$ cat config.mk
export PLATFORM = sky130hd
export DESIGN_NAME = rx_frame_filter
export DESIGN_NICKNAME = d
export VERILOG_FILES = /design/src/rtl/rxf_pkg.sv /design/src/rtl/rxf_carrier_qual.sv /design/src/rtl/rxf_dest_match.sv /design/src/rtl/rxf_byte_pipe.sv /design/src/rtl/rx_frame_filter.sv
export SDC_FILE = /design/constraint.sdc
export NUM_CORES = 1
export LEC_CHECK = 0
export BUFFER_PORTS_ARGS = -buffer_cell sky130_fd_sc_hd__buf_2
export CAP_MARGIN = 20
export CORE_MARGIN = 10
export CORE_UTILIZATION = 55
export CTS_CLUSTER_SIZE = 20
export DETAILED_ROUTE_END_ITERATION = 6
export GPL_TIMING_DRIVEN = 0
export MAX_ROUTING_LAYER = met4
export PLACE_DENSITY = 0.78
export RECOVER_POWER = 25
export SETUP_SLACK_MARGIN = 0.2
export SLEW_MARGIN = 20
export SYNTH_ARGS = -nofsm -noshare
export SYNTH_HDL_FRONTEND = slang
export SYNTH_HIERARCHICAL = 1
export SYNTH_SLANG_ARGS = --single-unit
$ cat constraint.sdc
create_clock -name clk -period 6 [get_ports clk]
set_input_delay 0.3 -clock clk [delete_from_list [all_inputs] [get_ports clk]]
set_output_delay 0.3 -clock clk [all_outputs]
set_load 0.03 [all_outputs]
$ cat src/rtl/rxf_pkg.sv
package rxf_pkg;

    localparam int DA_BYTES = 6;
    localparam logic [31:0] HASH_POLY = 32'hEDB88320;

    typedef enum logic [2:0] {
        S_IDLE,
        S_HDR,
        S_PASS,
        S_DRAIN,
        S_DROP
    } rxf_state_e;

    // Bits 31:26 of the reflected CRC-32 register after the 48 address bits.
    function automatic logic [5:0] hash_index(input logic [8*DA_BYTES-1:0] da);
        logic [31:0] crc;
        crc = '1;
        for (int i = 0; i < 8 * DA_BYTES; i++) begin
            if (crc[0] ^ da[i]) crc = (crc >> 1) ^ HASH_POLY;
            else                crc = crc >> 1;
        end
        return crc[31:26];
    endfunction

endpackage

$ cat src/rtl/rxf_carrier_qual.sv
module rxf_carrier_qual #(
    parameter int QUAL_TICKS = 12
) (
    input  logic clk,
    input  logic rst_n,
    input  logic crs,
    input  logic bit_tick,
    input  logic filt_en,
    output logic qualified
);
    localparam int CW = $clog2(QUAL_TICKS + 1);

    logic [CW-1:0] run_cnt;

    always_ff @(posedge clk) begin
        if (!rst_n)                                   run_cnt <= '0;
        else if (!crs)                                run_cnt <= '0;
        else if (bit_tick && run_cnt != CW'(QUAL_TICKS)) run_cnt <= run_cnt + 1'b1;
    end

    assign qualified = crs && (!filt_en || run_cnt == CW'(QUAL_TICKS));

    // a carrier gap restarts the qualification window
    p_gap_restart_r2: assert property (@(posedge clk) disable iff (!rst_n)
        !crs |=> run_cnt == '0);
    // the window counter saturates at the threshold
    p_cnt_bound_r2: assert property (@(posedge clk) disable iff (!rst_n)
        run_cnt <= CW'(QUAL_TICKS));
endmodule

$ cat src/rtl/rxf_dest_match.sv
module rxf_dest_match import rxf_pkg::*; (
    input  logic [8*DA_BYTES-1:0] da,
    input  logic [8*DA_BYTES-1:0] station,
    input  logic [63:0]           hash_tbl,
    input  logic                  promisc,
    input  logic                  all_mcast,
    output logic                  hit
);
    logic is_mcast, is_bcast, is_self, hash_hit;

    always_comb begin
        is_mcast = da[0];
        is_bcast = &da;
        is_self  = (da == station);
        hash_hit = hash_tbl[hash_index(da)];
        hit = promisc || is_bcast
           || (!is_mcast && is_self)
           || (is_mcast && (all_mcast || hash_hit));
    end
endmodule

$ cat src/rtl/rxf_byte_pipe.sv
module rxf_byte_pipe #(
    parameter int DEPTH = 6,
    parameter int W     = 8
) (
    input  logic               clk,
    input  logic               rst_n,
    input  logic               shift,
    input  logic [W-1:0]       din,
    output logic [DEPTH*W-1:0] stages
);
    logic [W-1:0] st [DEPTH];

    for (genvar g = 0; g < DEPTH; g++) begin : g_stage
        if (g == 0) begin : g_head
            always_ff @(posedge clk) begin
                if (!rst_n)     st[g] <= '0;
                else if (shift) st[g] <= din;
            end
        end else begin : g_body
            always_ff @(posedge clk) begin
                if (!rst_n)     st[g] <= '0;
                else if (shift) st[g] <= st[g-1];
            end
        end
        assign stages[g*W +: W] = st[g];
    end
endmodule

$ cat src/rtl/rx_frame_filter.sv
module rx_frame_filter import rxf_pkg::*; #(
    parameter int CRC_BYTES  = 4,
    parameter int MAX_LEN    = 1532,
    parameter int QUAL_TICKS = 12
) (
    input  logic                  clk,
    input  logic                  rst_n,
    input  logic                  crs,
    input  logic                  bit_tick,
    input  logic                  crs_filter_en,
    input  logic                  rx_enable,
    input  logic                  strip_crc,
    input  logic                  accept_all_mcast,
    input  logic                  promisc,
    input  logic                  full_duplex,
    input  logic                  tx_active,
    input  logic [8*DA_BYTES-1:0] station_addr,
    input  logic [63:0]           mcast_hash,
    input  logic                  in_valid,
    input  logic                  in_sof,
    input  logic                  in_eof,
    input  logic [7:0]            in_data,
    input  logic                  abort_clr,
    output logic                  out_valid,
    output logic [7:0]            out_data,
    output logic                  out_last,
    output logic                  accept_pulse,
    output logic                  reject_pulse,
    output logic                  abort_pulse,
    output logic                  abort_sticky
);
    localparam int CW          = $clog2(MAX_LEN + 2);
    localparam int DW          = $clog2(DA_BYTES + 1);
    localparam int DRAIN_STRIP = DA_BYTES - CRC_BYTES;

    rxf_state_e          state, state_nx;
    logic [CW-1:0]       cnt, cnt_nx;
    logic [DW-1:0]       drain, drain_nx;
    logic                shift;
    logic                carrier_ok, start_ok, addr_hit;
    logic [8*DA_BYTES-1:0] pipe_bus, da_now;
    logic [DW-1:0]       drain_load;

    rxf_carrier_qual #(.QUAL_TICKS(QUAL_TICKS)) u_qual (
        .clk(clk), .rst_n(rst_n), .crs(crs), .bit_tick(bit_tick),
        .filt_en(crs_filter_en), .qualified(carrier_ok)
    );

    rxf_byte_pipe #(.DEPTH(DA_BYTES), .W(8)) u_pipe (
        .clk(clk), .rst_n(rst_n), .shift(shift), .din(in_data), .stages(pipe_bus)
    );

    // Destination as it stands when the last address byte is on the input.
    always_comb begin
        for (int k = 0; k < DA_BYTES - 1; k++)
            da_now[8*k +: 8] = pipe_bus[8*(DA_BYTES-2-k) +: 8];
        da_now[8*(DA_BYTES-1) +: 8] = in_data;
    end

    rxf_dest_match u_match (
        .da(da_now), .station(station_addr), .hash_tbl(mcast_hash),
        .promisc(promisc), .all_mcast(accept_all_mcast), .hit(addr_hit)
    );

    assign start_ok   = rx_enable && carrier_ok && (full_duplex || !tx_active);
    assign drain_load = strip_crc ? DW'(DRAIN_STRIP) : DW'(DA_BYTES);

    // State register
    always_ff @(posedge clk) begin
        if (!rst_n) begin
            state        <= S_IDLE;
            cnt          <= '0;
            drain        <= '0;
            abort_sticky <= 1'b0;
        end else begin
            state <= state_nx;
            cnt   <= cnt_nx;
            drain <= drain_nx;
            if (abort_pulse)    abort_sticky <= 1'b1;
            else if (abort_clr) abort_sticky <= 1'b0;
        end
    end

    // Next state and outputs
    always_comb begin
        state_nx     = state;
        cnt_nx       = cnt;
        drain_nx     = drain;
        shift        = 1'b0;
        out_valid    = 1'b0;
        out_data     = pipe_bus[8*(DA_BYTES-1) +: 8];
        out_last     = 1'b0;
        accept_pulse = 1'b0;
        reject_pulse = 1'b0;
        abort_pulse  = 1'b0;
        unique case (state)
            S_IDLE: begin
                if (in_valid && in_sof) begin
                    if (!start_ok) begin
                        state_nx = in_eof ? S_IDLE : S_DROP;
                    end else if (in_eof) begin
                        reject_pulse = 1'b1;
                    end else begin
                        shift    = 1'b1;
                        cnt_nx   = CW'(1);
                        state_nx = S_HDR;
                    end
                end
            end
            S_HDR: begin
                if (in_valid) begin
                    shift  = 1'b1;
                    cnt_nx = cnt + 1'b1;
                    if (cnt == CW'(DA_BYTES - 1)) begin
                        if (addr_hit) begin
                            if (in_eof) begin
                                state_nx = S_DRAIN;
                                drain_nx = drain_load;
                            end else begin
                                state_nx = S_PASS;
                            end
                        end else begin
                            reject_pulse = 1'b1;
                            state_nx     = in_eof ? S_IDLE : S_DROP;
                        end
                    end else if (in_eof) begin
                        reject_pulse = 1'b1;
                        state_nx     = S_IDLE;
                    end
                end
            end
            S_PASS: begin
                if (in_valid) begin
                    if (cnt == CW'(MAX_LEN)) begin
                        abort_pulse = 1'b1;
                        state_nx    = in_eof ? S_IDLE : S_DROP;
                    end else begin
                        shift     = 1'b1;
                        out_valid = 1'b1;
                        cnt_nx    = cnt + 1'b1;
                        if (in_eof) begin
                            state_nx = S_DRAIN;
                            drain_nx = drain_load;
                        end
                    end
                end
            end
            S_DRAIN: begin
                shift     = 1'b1;
                out_valid = 1'b1;
                drain_nx  = drain - 1'b1;
                if (drain == DW'(1)) begin
                    out_last     = 1'b1;
                    accept_pulse = 1'b1;
                    state_nx     = S_IDLE;
                end
            end
            S_DROP: begin
                if (in_valid && in_eof) state_nx = S_IDLE;
            end
            default: state_nx = S_IDLE;
        endcase
    end

    // at most one frame verdict per cycle
    p_one_verdict_r10: assert property (@(posedge clk) disable iff (!rst_n)
        $onehot0({accept_pulse, reject_pulse, abort_pulse}));
    // the length counter never passes the limit
    p_len_cap_r10: assert property (@(posedge clk) disable iff (!rst_n)
        cnt <= CW'(MAX_LEN));
    // an abort sets the status in the next cycle
    p_sticky_set_r11: assert property (@(posedge clk) disable iff (!rst_n)
        abort_pulse |=> abort_sticky);
    // the status holds until cleared
    p_sticky_hold_r11: assert property (@(posedge clk) disable iff (!rst_n)
        (abort_sticky && !abort_clr) |=> abort_sticky);
    // a clear without a concurrent abort drops the status
    p_sticky_clr_r11: assert property (@(posedge clk) disable iff (!rst_n)
        (abort_clr && !abort_pulse) |=> !abort_sticky);
    // the drain emits on consecutive cycles
    p_drain_run_r9: assert property (@(posedge clk) disable iff (!rst_n)
        (state == S_DRAIN && !out_last) |=> out_valid);
    // after the final byte the block is idle
    p_last_idle_r9: assert property (@(posedge clk) disable iff (!rst_n)
        out_last |=> state == S_IDLE);
endmodule

### After elaboration in Yosys (flattened, before gate mapping)

Memory sizes are Yosys's and may differ from the RTL's.
Cells that the tools add are included.

* register bits after elaboration: 22
* bits in writable memories: 48
* input bits: 135
* output and inout bits: 14
* word-level logic and storage cells: 271
* memories: 1

* $add $sub $neg: 3
* order comparisons: 1
* equal/unequal tests: 23
* muxes and demuxes: 112
* bitwise gates (word level): 100
* reductions and logical operators: 26

Memories
* u_pipe.st: depth 6, bits a word 8, read ports 6, clocked after Yosys merged registers in 0, write ports 6, line rxf_byte_pipe.sv:11 `logic [W-1:0] st [DEPTH];`

Operators with widths (count)
* $mux 32: 48
* $not 13->14: 47
* $mux 11: 6
* $mux 3: 20
* $eq 48x48->1: 1
* $mux 8: 6
* $reduce_and 48->1: 1
* $xor 1x1->1: 47
* $pmux 11 s3: 1
* $mux 1: 25
* $ne 2x2->1 const B: 10
* $pmux 3 s5: 1
* $add 11x1->11 const B: 1
* $eq 11x11->1 const B: 1
* $eq 11x3->1 const B: 1
* $ne 3x3->1 const B: 3
* $pmux 3 s3: 1
* $logic_and 1x1->1: 8
* $reduce_and 8->1: 1
* $lt 6x7->1 const B: 1
* $reduce_and 7->1: 1
* $bmux 1 s6: 1
* $eq 3x1->1 const B: 2
* $eq 3x2->1 const B: 2
* other kinds (15): 29

### Longest topological paths before layout

An unclocked memory read counts as a cell.

* word-level depth: 105
* gate-level depth with buffers: 19

### By module

The synthesis kept the hierarchy.

By module, submodules not included
* rxf_dest_match: instances 1, cells an instance 355, area an instance 3672.3 µm², sequential area each 0.0 µm²
* rxf_byte_pipe: instances 1, cells an instance 107, area an instance 1811.7 µm², sequential area each 1441.4 µm²
* rx_frame_filter: instances 1, cells an instance 177, area an instance 1388.8 µm², sequential area each 360.3 µm²
* rxf_carrier_qual: instances 1, cells an instance 25, area an instance 221.5 µm², sequential area each 80.1 µm²

### Worst setup path after synthesis

OpenSTA, ideal clock, no wires.

* path kind: register to output
* from: mem u_pipe.st[4][2] (netlist: u_pipe/st[2][2])
* to: out reject_pulse
* arrival: 5.551 ns
* data required time: 5.700 ns
* slack: 0.149 ns
* cell stages (with the launch flop): 17
* path buffers: 1
* cell sequence: edfxtp_1 -> ha_1 -> xnor2_1 -> xnor2_1 -> xnor3_2 -> xnor2_2 -> xnor3_1 -> xnor3_2 -> xnor3_2 -> buf_6 -> mux4_2 -> o22ai_1 -> a221oi_1 -> a311oi_1 -> a41oi_1 -> or3_1 -> a21boi_0

RTL lines
* start: declaration: line rxf_byte_pipe.sv:11
* end: declaration: line rx_frame_filter.sv:28 `output logic reject_pulse,`

==> summary.md <==
| Metric | Value |
|---|---|
| RSZ-0062 raised after global routing | true |
| FF-to-FF Start | u_pipe/st[1][8] |
| Row cnt | approximately 40 |
| Syn Std Cell Area | about 7000 um^2 |
| Final wirelength | 24.00 mm |
| Final antenna-violating net count | 0 |
| GPL Wtd Cong | 0.9591 |
| Placed instance count | 984 |
| Chip Width | 133.6 um |
| Avg Cell Area, Syn | approximately 11 um^2 |
| CORE AREA | approximately 13000 um^2 |
| Clock slew at reported path FFs | roughly 0.060 ns |
| Post-route core utilization | 0.7365 |
| Fin crit period | 5.894 ns |
| Die height | 133.6 um |
| Largest family of logic cells by synthesized area | XOR/XNOR gates |
| DRC viols | 0 |
| DP HPWL | roughly 17 mm |
| Clk root buf | clkbuf_16 |
| Synth Area in Adders | 0.01905 |
| Maxcap violations | 0 |
| CP Class | reg2out |
| Largest cells by area after synthesis | edfxtp_1 20%, xnor2_1 12%, xnor3_1 6.3%, xor2_1 6.3%, dfxtp_1 6.2% |
| Final Non-Filler Cells | around 1000 |
| Initial Utilization | 0.5622 |
| Die area | around 18000 um^2 |
| Top cell type's share of synthesized area | 0.2032 |
| Top-count cell post-synth | xnor2_1 |
| Post-synth ARST share | 0 |
| Crit-path max FO | 8 |
| Final setup viols | 0 |
| Syn_nets | 809 |
| CP most frequent cell | xnor3_2 |
| Largest net degree at the start of global routing | 31 |
| Yosys top cell by area | edfxtp_1 |
| Number of port buffers | about 150 |
| Slew HR | 0.4632 |
| CTS tree | yes |
| Critical Path Start | u_pipe/st[2][1] |
| Cts bufs inserted | 9 |
| Fin nets | ~1000 |
| Hold_ws | around 0.27 ns |
| Clock tree sinks | 70 |
| Synth Area in Simple Gates | 0.1688 |
| Post-synth EDFFs | 48 |
| Routed vias/inst | slightly above 6 |
| DR pass1 iterations | 5 |
| Share of layout cells above drive strength 1 | 0.3867 |
| Synth top cells by count | 95 x xnor2_1, 56 x and3_1, 51 x xor2_1, 48 x edfxtp_1, 35 x nand2_1 |
| Kind of end point of the critical path | primary output |
| Clk buf depth | 2 |
| Synth Instances | approximately 660 |
| CTS H-Tree Depth | 3 |
| Status | completed |
| Synth Flop Type | edfxtp_1 |
| Slew Limit Fails | 0 |
| Post-synthesis sequential area ratio | 0.2653 |
| Worst EP required | ~5.7 ns |
| Initial antenna violation count | 1 |
| HP Class | in2reg |
| Worst path max stage delay | around 0.5 ns |
| GRT Residual Overflow | 0 |
| Number of distinct library cells after synthesis | 84 |
| Vias in the first global route | around 6500 |
| WP data arrival | 5.59 ns |
| First-pass GRT wire length | approximately 36 mm |
| Startpoint Class | flip-flop |
| Post-synthesis compound-gate area fraction | 0.09665 |
| Slowest cell on the critical path | edfxtp_1 |
| Worst Clk Skew | between 0.008 and 0.009 ns |
| Fmax | 169.7 MHz |
| Critical path, cell by cell | ha_4 > xnor3_2 > xor2_4 > xnor2_2 > xnor3_2 > xnor3_4 > xnor2_4 > xnor3_2 > buf_8 > mux4_2 > mux2i_2 > nor4b_2 > a31oi_1 > a41oi_2 > or3_1 > a21boi_1 > buf_4 |
| Synthesis-stage register bit count | 70 |
| Vias | 6372 |
| 1st-iter DRT viols | about 580 |
| Tcrit/Tclk final | 0.9823 |
| Worst hold path startpoint | abort_clr |
| Total track usage | 0.2602 |
| Drt wl/cell | about 23 um |
| Yosys warnings | 6 |
| Post-CTS Hold Buffers | 0 |
| I/O pin count | roughly 150 |
| Skew-Pair Late Insertion Delay | approximately 0.34 ns |
| Mux cell area share after synthesis | 0.05044 |
| Worst slew pin tran | roughly 0.79 ns |
| Area Overhead vs Synth | 31.01% |
| Synth Area in XOR/XNOR | 0.3508 |
| Final Hold Vio Count | 0 |
| TNS Setup | 0 ns |
critical path, delay by kind of cell, from the launching register on:
kind                     cells  cell delay, ns
AND/OR/NAND/NOR              2            0.48
adder cells (fa/ha/maj)      1            0.36
multiplexers                 2            0.63
flip-flops                   1            0.50
buffers and inverters        2            0.34
AO/OA/AOI/OAI                3            0.56
XOR/XNOR                     7            2.40
logic make-up (layout without fill, tap and decap cells):
logic type | after synthesis | after routing
DFF | 70 | 70
adders and majority gates | 11 | 11
and+or+nand+nor | 212 | 212
AOI/OAI and AO/OA | 92 | 92
muxes | 23 | 23
xor gates and xnor gates | 199 | 199
other | 0 | 1
buffers and inverters | 57 | 267
registers in the layout, summed over array words and instances, names as in the netlist:
register	cells
abort_sticky	1
cnt	11
state	3
drain	3
u_pipe/st	48
u_qual/run_cnt	4
layer usage:
layer  wire length, um  up-vias  part of all wire  GRT usage
met1              9673     3028              0.40     0.3187
met5                 0        -                 0          -
met4              1022        0             0.043    0.09674
met2             11260      414              0.47     0.4155
met3              2039       86             0.085    0.05489
li1                  -     2844                 -          -
final cells by class:
| class | count | area, um^2 |
|---|---|---|
| fillers | 896 | 3326 |
| multi-input cells | 537 | 5409 |
| well taps | 172 | 215.2 |
| repair buffers | 194 | 1129 |
| plain buffers | 38 | 296.5 |
| diodes | 1 | 2.502 |
| inverters | 19 | 71.32 |
| flip-flops and latches | 70 | 1882 |
| clock inverters | 7 | 63.81 |
| clock buffers | 9 | 225.2 |
cells in the final DEF (no fill, tap or decap), types with 6 or more instances in the layout:
cell type and count:
clkbuf_1 21, clkbuf_16 9, buf_4 50, nand4_1 21, edfxtp_1 48, nor2b_1 7
xnor3_1 13, mux2i_1 10, xor2_2 7, buf_6 7, xnor3_2 15, buf_2 137
nand2_1 35, a21oi_1 14, xnor3_4 8, xnor2_2 25, xnor2_1 66, xnor2_4 14
xor2_1 42, nor4_1 11, dfxtp_1 22, ha_1 7, inv_1 19, nor2_1 27
nor3_1 9, a31oi_1 6, nand3_1 16, and3_1 56, mux4_2 8, o21ai_0 15
stage by stage:
step                      area (um^2)  setup WS [ns]
after floorplan                  7094         0.3686
after global placement           8045        -0.3007
after detailed placement         8068        -0.3254
after CTS                        8974         0.1377
after global routing             9294       -0.09158
final                            9294         0.1064
worst paths after layout:
path | to | slack, ns | depth (start not counted)
worst max-delay path | reject_pulse | 0.11 | 17
worst min-delay path | abort_sticky | 0.27 | 3
worst max register to register | drain[2] | 0.22 | 22
worst min register to register | drain[2] | 0.48 | 2
repair_timing:
item	CTS	global route
setup endpoints to repair	6	6
pin swaps	28	16
setup buffers	27	19
resized for setup	62	33
Power is not shown: default switching activity piles up to over one toggle a cycle in this logic, so the estimate is an artifact.
